**src/rtl/nseq_pkg.sv**
```systemverilog
`timescale 1ns/1ps
package nseq_pkg;

    localparam int LEN_W    = 12;
    localparam int STAT_W   = 16;

    localparam int TYPE_LSB = 16;
    localparam int BIT_WFR  = 19;
    localparam int BIT_LC   = 18;
    localparam int BIT_IWC  = 13;

    localparam int ST_DREQ  = 0;
    localparam int ST_TXUF  = 1;
    localparam int ST_TXOF  = 2;
    localparam int ST_DAV   = 3;
    localparam int ST_RXUF  = 4;
    localparam int ST_RXOF  = 5;
    localparam int ST_DONE  = 9;
    localparam int ST_CAV   = 10;
    localparam int ST_ERR   = 11;
    localparam int ST_XOVER = 12;

    localparam logic [9:0] OFS_QUEUE = 10'h000;
    localparam logic [9:0] OFS_CLEAR = 10'h120;

    typedef enum logic [1:0] {
        PH_ADDR  = 2'd0,
        PH_CMD   = 2'd1,
        PH_WRITE = 2'd2,
        PH_READ  = 2'd3
    } phase_t;

    typedef struct packed {
        phase_t             kind;
        logic               wfr;
        logic               lc;
        logic               iwc;
        logic [LEN_W-1:0]   low;
    } op_t;

    typedef enum logic [2:0] {
        S_IDLE,
        S_LOAD,
        S_STROBE,
        S_RECOVER,
        S_SETTLE,
        S_RDY,
        S_DONE,
        S_ABORT
    } seq_state_t;

endpackage

```
**src/rtl/nseq_fifo.sv**
```systemverilog
`timescale 1ns/1ps
module nseq_fifo #(
    parameter int W     = 8,
    parameter int DEPTH = 4
) (
    input  logic         clk,
    input  logic         rst_n,
    input  logic         push,
    input  logic [W-1:0] wdata,
    input  logic         pop,
    output logic [W-1:0] rdata,
    output logic         full,
    output logic         empty
);
    localparam int AW = (DEPTH > 1) ? $clog2(DEPTH) : 1;
    localparam int CW = $clog2(DEPTH + 1);
    localparam logic [AW-1:0] LAST = AW'(DEPTH - 1);
    localparam logic [CW-1:0] CAP  = CW'(DEPTH);

    logic [W-1:0]  mem [DEPTH];
    logic [AW-1:0] wp, rp;
    logic [CW-1:0] cnt;
    logic          do_push, do_pop;

    assign full    = (cnt == CAP);
    assign empty   = (cnt == '0);
    assign do_push = push && !full;
    assign do_pop  = pop && !empty;
    assign rdata   = mem[rp];

    always_ff @(posedge clk or negedge rst_n) begin
        if (!rst_n) begin
            wp  <= '0;
            rp  <= '0;
            cnt <= '0;
        end else begin
            if (do_push) wp <= (wp == LAST) ? '0 : wp + 1'b1;
            if (do_pop)  rp <= (rp == LAST) ? '0 : rp + 1'b1;
            unique case ({do_push, do_pop})
                2'b10:   cnt <= cnt + 1'b1;
                2'b01:   cnt <= cnt - 1'b1;
                default: cnt <= cnt;
            endcase
        end
    end

    always_ff @(posedge clk) begin
        if (do_push) mem[wp] <= wdata;
    end

endmodule

```
**src/rtl/nseq_status.sv**
```systemverilog
`timescale 1ns/1ps
module nseq_status
    import nseq_pkg::*;
(
    input  logic              clk,
    input  logic              rst_n,
    input  logic [STAT_W-1:0] set_i,
    input  logic [STAT_W-1:0] level_i,
    input  logic              clr_i,
    input  logic [STAT_W-1:0] clr_mask,
    input  logic              irq_set,
    output logic [STAT_W-1:0] status_o,
    output logic              irq_o
);
    logic [STAT_W-1:0] sticky;
    logic [STAT_W-1:0] wipe;
    logic              irq_q;

    assign wipe = clr_i ? clr_mask : '0;

    always_ff @(posedge clk or negedge rst_n) begin
        if (!rst_n) begin
            sticky <= '0;
            irq_q  <= 1'b0;
        end else begin
            sticky <= (sticky & ~wipe) | set_i;
            irq_q  <= (irq_q & ~wipe[ST_DONE]) | irq_set;
        end
    end

    assign status_o = sticky | level_i;
    assign irq_o    = irq_q;

endmodule

```
**src/rtl/nseq_engine.sv**
```systemverilog
`timescale 1ns/1ps
module nseq_engine
    import nseq_pkg::*;
#(
    parameter int T_LO   = 3,
    parameter int T_HI   = 2,
    parameter int T_WB   = 4,
    parameter int TX_TMO = 20
) (
    input  logic       clk,
    input  logic       rst_n,
    input  logic       op_valid,
    input  op_t        op_in,
    output logic       op_take,
    input  logic       tx_empty,
    input  logic [7:0] tx_byte,
    output logic       tx_take,
    input  logic       rx_full,
    output logic       rx_put,
    output logic [7:0] rx_byte,
    input  logic [7:0] dq_in,
    input  logic       rb_ready,
    output logic       ce_n,
    output logic       cle,
    output logic       ale,
    output logic       we_n,
    output logic       re_n,
    output logic [7:0] dq_out,
    output logic       dq_oe,
    output logic       done_p,
    output logic       irq_p,
    output logic       tmo_p,
    output logic       xfer_p,
    output logic       rxovf_p,
    output logic       data_req
);
    localparam int MAX_A = (T_LO > T_HI) ? T_LO : T_HI;
    localparam int MAX_B = (T_WB > TX_TMO) ? T_WB : TX_TMO;
    localparam int MAXT  = (MAX_A > MAX_B) ? MAX_A : MAX_B;
    localparam int CW    = $clog2(MAXT + 1);
    localparam logic [CW-1:0] LO_END  = CW'(T_LO - 1);
    localparam logic [CW-1:0] HI_END  = CW'(T_HI - 1);
    localparam logic [CW-1:0] WB_END  = CW'(T_WB - 1);
    localparam logic [CW-1:0] TMO_END = CW'(TX_TMO - 1);

    seq_state_t       state, nxt;
    op_t              op;
    logic [LEN_W-1:0] remain;
    logic [CW-1:0]    cnt;
    logic             ce_act;
    logic [7:0]       dq_q;
    logic             is_data, is_read, on_bus;

    assign is_data = (op.kind == PH_WRITE) || (op.kind == PH_READ);
    assign is_read = (op.kind == PH_READ);

    // next-state logic
    always_comb begin
        nxt = state;
        unique case (state)
            S_IDLE:    if (op_valid) nxt = S_LOAD;
            S_LOAD: begin
                if (op.kind != PH_WRITE)  nxt = S_STROBE;
                else if (!tx_empty)       nxt = S_STROBE;
                else if (cnt == TMO_END)  nxt = S_ABORT;
            end
            S_STROBE:  if (cnt == LO_END) nxt = S_RECOVER;
            S_RECOVER: begin
                if (cnt == HI_END) begin
                    if (is_data && remain != '0) nxt = S_LOAD;
                    else if (op.wfr)             nxt = S_SETTLE;
                    else                         nxt = S_DONE;
                end
            end
            S_SETTLE:  if (cnt == WB_END) nxt = S_RDY;
            S_RDY:     if (rb_ready) nxt = S_DONE;
            S_DONE:    nxt = S_IDLE;
            S_ABORT:   nxt = S_IDLE;
            default:   nxt = S_IDLE;
        endcase
    end

    // state register and phase datapath
    always_ff @(posedge clk or negedge rst_n) begin
        if (!rst_n) begin
            state  <= S_IDLE;
            op     <= '0;
            remain <= '0;
            cnt    <= '0;
            ce_act <= 1'b0;
            dq_q   <= '0;
        end else begin
            state <= nxt;
            if (nxt != state) cnt <= '0;
            else              cnt <= cnt + 1'b1;
            unique case (state)
                S_IDLE: if (op_valid) begin
                    op     <= op_in;
                    remain <= op_in.low;
                    dq_q   <= op_in.low[7:0];
                    ce_act <= 1'b1;
                end
                S_LOAD:    if (op.kind == PH_WRITE && !tx_empty) dq_q <= tx_byte;
                S_RECOVER: if (cnt == HI_END && is_data && remain != '0) remain <= remain - 1'b1;
                S_DONE:    if (op.lc) ce_act <= 1'b0;
                S_ABORT:   ce_act <= 1'b0;
                default:   ;
            endcase
        end
    end

    // outputs
    always_comb begin
        on_bus   = (state == S_LOAD) || (state == S_STROBE) || (state == S_RECOVER);
        op_take  = (state == S_IDLE) && op_valid;
        tx_take  = (state == S_LOAD) && (op.kind == PH_WRITE) && !tx_empty;
        rx_put   = (state == S_STROBE) && is_read && (cnt == LO_END) && !rx_full;
        rxovf_p  = (state == S_STROBE) && is_read && (cnt == LO_END) && rx_full;
        rx_byte  = dq_in;
        ce_n     = !ce_act;
        cle      = on_bus && (op.kind == PH_CMD);
        ale      = on_bus && (op.kind == PH_ADDR);
        we_n     = !((state == S_STROBE) && !is_read);
        re_n     = !((state == S_STROBE) && is_read);
        dq_out   = dq_q;
        dq_oe    = on_bus && !is_read;
        done_p   = (state == S_DONE);
        irq_p    = (state == S_DONE) && op.iwc;
        xfer_p   = (state == S_DONE) && is_data;
        tmo_p    = (state == S_ABORT);
        data_req = (state == S_LOAD) && (op.kind == PH_WRITE) && tx_empty;
    end

endmodule

```
**src/rtl/nand_op_seq.sv**
```systemverilog
`timescale 1ns/1ps
module nand_op_seq
    import nseq_pkg::*;
#(
    parameter int T_LO       = 3,
    parameter int T_HI       = 2,
    parameter int T_WB       = 4,
    parameter int TX_TMO     = 20,
    parameter int CMD_DEPTH  = 8,
    parameter int BYTE_DEPTH = 4
) (
    input  logic        clk,
    input  logic        rst_n,
    input  logic        reg_we,
    input  logic [9:0]  reg_addr,
    input  logic [31:0] reg_wdata,
    output logic [15:0] int_status,
    output logic        irq,
    input  logic        tx_push,
    input  logic [7:0]  tx_data,
    output logic        tx_full,
    input  logic        rx_pop,
    output logic [7:0]  rx_data,
    output logic        rx_empty,
    output logic        nand_ce_n,
    output logic        nand_cle,
    output logic        nand_ale,
    output logic        nand_we_n,
    output logic        nand_re_n,
    output logic [7:0]  nand_dq_out,
    output logic        nand_dq_oe,
    input  logic [7:0]  nand_dq_in,
    input  logic        nand_rb_n
);
    localparam int OP_W = $bits(op_t);

    op_t        op_new, op_head;
    logic       q_push, q_pop, q_full, q_empty;
    logic       tx_empty, tx_take, rx_full, rx_put;
    logic [7:0] tx_head, rx_byte;
    logic [1:0] rb_sync;
    logic       done_p, irq_p, tmo_p, xfer_p, rxovf_p, data_req;
    logic       clr_hit;
    logic [STAT_W-1:0] set_v, level_v;
    logic       unused_bits;

    assign q_push  = reg_we && (reg_addr == OFS_QUEUE);
    assign clr_hit = reg_we && (reg_addr == OFS_CLEAR);

    assign op_new.kind = phase_t'(reg_wdata[TYPE_LSB +: 2]);
    assign op_new.wfr  = reg_wdata[BIT_WFR];
    assign op_new.lc   = reg_wdata[BIT_LC];
    assign op_new.iwc  = reg_wdata[BIT_IWC];
    assign op_new.low  = reg_wdata[LEN_W-1:0];
    assign unused_bits = ^{reg_wdata[31:20], reg_wdata[15:14], reg_wdata[12]};

    nseq_fifo #(.W(OP_W), .DEPTH(CMD_DEPTH)) u_opq (
        .clk(clk), .rst_n(rst_n), .push(q_push), .wdata(op_new),
        .pop(q_pop), .rdata(op_head), .full(q_full), .empty(q_empty)
    );

    nseq_fifo #(.W(8), .DEPTH(BYTE_DEPTH)) u_txq (
        .clk(clk), .rst_n(rst_n), .push(tx_push), .wdata(tx_data),
        .pop(tx_take), .rdata(tx_head), .full(tx_full), .empty(tx_empty)
    );

    nseq_fifo #(.W(8), .DEPTH(BYTE_DEPTH)) u_rxq (
        .clk(clk), .rst_n(rst_n), .push(rx_put), .wdata(rx_byte),
        .pop(rx_pop), .rdata(rx_data), .full(rx_full), .empty(rx_empty)
    );

    always_ff @(posedge clk or negedge rst_n) begin
        if (!rst_n) rb_sync <= 2'b00;
        else        rb_sync <= {rb_sync[0], nand_rb_n};
    end

    nseq_engine #(.T_LO(T_LO), .T_HI(T_HI), .T_WB(T_WB), .TX_TMO(TX_TMO)) u_eng (
        .clk(clk), .rst_n(rst_n),
        .op_valid(!q_empty), .op_in(op_head), .op_take(q_pop),
        .tx_empty(tx_empty), .tx_byte(tx_head), .tx_take(tx_take),
        .rx_full(rx_full), .rx_put(rx_put), .rx_byte(rx_byte),
        .dq_in(nand_dq_in), .rb_ready(rb_sync[1]),
        .ce_n(nand_ce_n), .cle(nand_cle), .ale(nand_ale),
        .we_n(nand_we_n), .re_n(nand_re_n),
        .dq_out(nand_dq_out), .dq_oe(nand_dq_oe),
        .done_p(done_p), .irq_p(irq_p), .tmo_p(tmo_p),
        .xfer_p(xfer_p), .rxovf_p(rxovf_p), .data_req(data_req)
    );

    always_comb begin
        set_v           = '0;
        set_v[ST_TXUF]  = tmo_p;
        set_v[ST_TXOF]  = tx_push && tx_full;
        set_v[ST_RXUF]  = rx_pop && rx_empty;
        set_v[ST_RXOF]  = rxovf_p;
        set_v[ST_DONE]  = done_p;
        set_v[ST_ERR]   = tmo_p || (q_push && q_full);
        set_v[ST_XOVER] = xfer_p;
        level_v         = '0;
        level_v[ST_DREQ] = data_req;
        level_v[ST_DAV]  = !rx_empty;
        level_v[ST_CAV]  = !q_empty;
    end

    nseq_status u_stat (
        .clk(clk), .rst_n(rst_n), .set_i(set_v), .level_i(level_v),
        .clr_i(clr_hit), .clr_mask(reg_wdata[STAT_W-1:0]),
        .irq_set(irq_p), .status_o(int_status), .irq_o(irq)
    );

endmodule

```
**config.mk**
```make
export PLATFORM = sky130hd
export DESIGN_NAME = nand_op_seq
export DESIGN_NICKNAME = d
export VERILOG_FILES = /design/src/rtl/nseq_pkg.sv /design/src/rtl/nseq_fifo.sv /design/src/rtl/nseq_status.sv /design/src/rtl/nseq_engine.sv /design/src/rtl/nand_op_seq.sv
export SDC_FILE = /design/constraint.sdc
export NUM_CORES = 1
export LEC_CHECK = 0
export BUFFER_PORTS_ARGS = -buffer_cell sky130_fd_sc_hd__buf_2
export CAP_MARGIN = 30
export CORE_UTILIZATION = 57
export CTS_CLUSTER_DIAMETER = 200
export DETAILED_ROUTE_END_ITERATION = 8
export HOLD_SLACK_MARGIN = 0.1
export PLACE_DENSITY = 0.8
export SYNTH_ARGS = -nofsm -noshare
export SYNTH_HDL_FRONTEND = slang
export SYNTH_SLANG_ARGS = --single-unit
```
**constraint.sdc**
```tcl
create_clock -name clk -period 4.8 [get_ports clk]
set_input_delay 0.96 -clock clk [delete_from_list [all_inputs] [get_ports clk]]
set_output_delay 0.96 -clock clk [all_outputs]
set_load 0.005 [all_outputs]
```
==> out/metrics.cfg <==
[outcome]
run_status = finished, final reports clean

[synth]
netlist_top_cells_area = edfxtp_1 52%, dfrtp_1 17%, mux4_2 9.7%, ha_1 2.5%, nand2_1 1.9%
synth.yosys.warnings = 0
seq_area_frac_synth = 0.681
synth_cell_type_count = 62
netlist.area_leader.share = 0.516
synth.ff_latch_count = 277
postSynthNetCount = 819
asyncSetResetFlopFracSynth = 0.278
synthesized_cell_area_sq_um = 11600
synth_top_area_cell = edfxtp_1
syn_inst = 729
synth-main-ff-cell = edfxtp_1
syn-mean-instance-area_sq_um = 16.0
synth_enable_flop_cells = 200

[job]
max-cap-violations = 0

[floorplanning]
die_w_um = 145
fp-row-count = 51
design.die.area_sq_um = 21000
initial_utilization = 0.591
ios = 105
fp.dieH_um = 145
core-area_sq_um = 19700

[drt]
viasPerCell = 6.04
post-route-drc-count = 0
num_vias = 6698
detail_route.first_pass.iterations = 5
routed_wirelength_um = 23900
route.antenna.remaining_nets = 0
wl_per_cell_um = 21.6
detailedRoute.firstIterationViolations = 462

[timing]
totalNegativeSetupSlack_ps = 0
timing.final.hold_violations = 0
report.final.slew_viol_count = 0
worst_slew_margin_rel = 0.432
final_period_minus_worst_setup_slack_ps = 3400
worst_pin_slew_ps = 852
setup_repair_after_global_routing_missed_its_margin = no
max_freq_mhz = 294
worst_clock_skew_ps = 13.2
setup_viol = 0
fin_crit_share = 0.708

[finish]
area_growth_syn_to_layout_pct = 14.7
mostFrequentLayoutCell = edfxtp_1
antenna-diode-count = 0
final_cell_mix = 200 x edfxtp_1, 91 x buf_2, 76 x dfrtp_1
design.final.nets = 912
final_layout_size_suffix_gt1_frac = 0.273

[clocking]
cts_made_buffers = 28
cts_buffer_depth = 3
clk_root_buffer_cell = clkbuf_16
post-cts-setup-buffers = 0
clk_transition_reported_paths_ps = 60
hold_buffers = 0
worstSkewPairLatency_ps = 530
clock_tree_from_tritoncts = built
cts_repair_resize_count = 0
clock_sinks = 277
ctsHtreeMaxLevel = 1

[power]
net-switching-power_w = 0.00240
pwr-share-comb = 0.285
vdd_drop_max_mv = 0.307
cellInternalPower_w = 0.00525
swShare = 0.314
cellLeakagePower_nw = 4.94
power_density_nw_per_um2 = 572
p_seq_frac = 0.427
sum_of_internal_switching_and_leakage_power_w = 0.00765
share_clk_of_total_power = 0.288

[grt]
grt_pass1_vias = 6943
number_of_antenna_violations_at_the_first_check_in_global_routing = 2
gr-usage-all-layers = 0.236
grt_max_degree = 69
grt_first_pass_wirelength_um = 38100
grt_overflow_total = 0

[worst_setup_path]
setup.worst_path.start_class = flip-flop
cp-end-kind = primary output
worst-endpoint-required_ps = 3840
timing.critical_path.slowest_cell_delay_ps = 720
worst_path_cell_trace = nand2_1, o21bai_1, buf_2
cp.arrival_ps = 2440
cell_family_with_the_largest_share_of_critical_path_delay = flip-flops
critical_path_buf_inv_count = 1
crit_path_start = u_eng.state[0]$_DFF_PN0_
timing.rr.start = u_opq.cnt[1]$_DFFE_PN0P_
critical_path.max_fanout = 19
timing.critical_path.slowest_stage_cell = dfrtp_1
path_class = reg2out

[placed_design]
place_hpwl_um = 15300
routabilityCongestion = 0.825
io_buffer_count = 92

[worst_hold_path]
min-delay-path-class = in2async

## metal layers
metal	share of wire	global-route usage
met1	0.39	0.304
met2	0.52	0.409
met3	0.068	0.0403
met4	0.025	0.0750
met5	0.00054	0
## registers in the layout, summed over array words and instances, names as in the netlist, 4 cells and up
name / count
u_opq.mem: 136
u_rxq.mem: 32
u_txq.mem: 32
u_stat.sticky: 16
u_eng.remain: 12
u_eng.dq_out: 8
u_eng.cnt: 5
u_eng.op: 5
u_opq.cnt: 4
## final cells by class
cell class / instances / area, sq um
Fill cell: 1279 / 6350
Clock inverter: 13 / 145
Inverter: 24 / 90.1
Timing Repair Buffer: 107 / 616
Clock buffer: 39 / 803
Multi-Input combinational cell: 384 / 3440
Sequential cell: 277 / 7930
Tap cell: 265 / 332
## metrics by stage
stage	hold WS [ps]	util	instance area, sq um	worst slack, ps	instances
3_3_place_gp	345	0.626	12400	1200	1054
6_report	274	0.678	13400	1400	1109
2_1_floorplan	331	-	11600	479	729
5_1_grt	272	0.678	13400	1210	1109
4_1_cts	266	0.678	13400	1450	1109
3_5_place_dp	340	0.630	12400	905	1057
## power by group through the flow
stage          registers (W)  clock network, W  logic [W]
2_1_floorplan        0.00307                 0    0.00175
3_3_place_gp         0.00330                 0    0.00196
3_5_place_dp         0.00331                 0    0.00216
4_1_cts              0.00327           0.00223    0.00218
5_1_grt              0.00332           0.00232    0.00240
6_report             0.00327           0.00220    0.00218
## logic make-up (layout without fill, tap and decap cells)
| family | count (synthesis) | count (layout) | share of synthesized area |
|---|---|---|---|
| DFF | 277 | 277 | 0.681 |
| muxes | 78 | 78 | 0.122 |
| and+or+nand+nor | 165 | 165 | 0.0726 |
| adders and majority gates | 26 | 26 | 0.0299 |
| AOI/OAI and AO/OA | 102 | 102 | 0.0578 |
| xor gates and xnor gates | 13 | 13 | 0.00977 |
| buffers and inverters | 68 | 183 | 0.0272 |
## Yosys cell counts (all sizes together) (2+ instances only)
| cell type | count |
|---|---|
| a311oi | 2 |
| a2111oi | 5 |
| or3 | 4 |
| nor3 | 15 |
| o31ai | 2 |
| mux2 | 11 |
| o22ai | 5 |
| nor3b | 3 |
| xnor2 | 5 |
| a21oi | 20 |
| mux4 | 50 |
| dfrtp | 77 |
| xor2 | 8 |
| mux2i | 17 |
| and3 | 2 |
| nor2 | 30 |
| buf | 22 |
| a22o | 9 |
| ha | 23 |
| edfxtp | 200 |
| or4 | 3 |
| nand3b | 3 |
| inv | 24 |
| or2 | 3 |
| nor2b | 3 |
| nor4 | 6 |
| and2 | 8 |
| a21boi | 11 |
| a32o | 2 |
| nor4b | 6 |
| nand2 | 59 |
| nand2b | 5 |
| clkbuf | 22 |
| fa | 3 |
| nand3 | 8 |
| a21o | 3 |
| o21ai | 33 |
## path summary, 6_finish.rpt
check                           slack [ps]                           to  cells past startpoint
worst max-delay path                  1400                int_status[0]                      3
worst min-delay path                   270  u_stat.sticky[10]$_DFF_PN0_                      1
worst max register to register        1610     u_opq.cnt[3]$_DFFE_PN0P_                     10
worst min register to register         360         rb_sync[1]$_DFF_PN0_                      0
max in group asynchronous             3880      u_opq.rp[0]$_DFFE_PN0P_                      2
min in group clk                       360         rb_sync[1]$_DFF_PN0_                      0
Note: power is estimated with default switching activity, not from simulation.
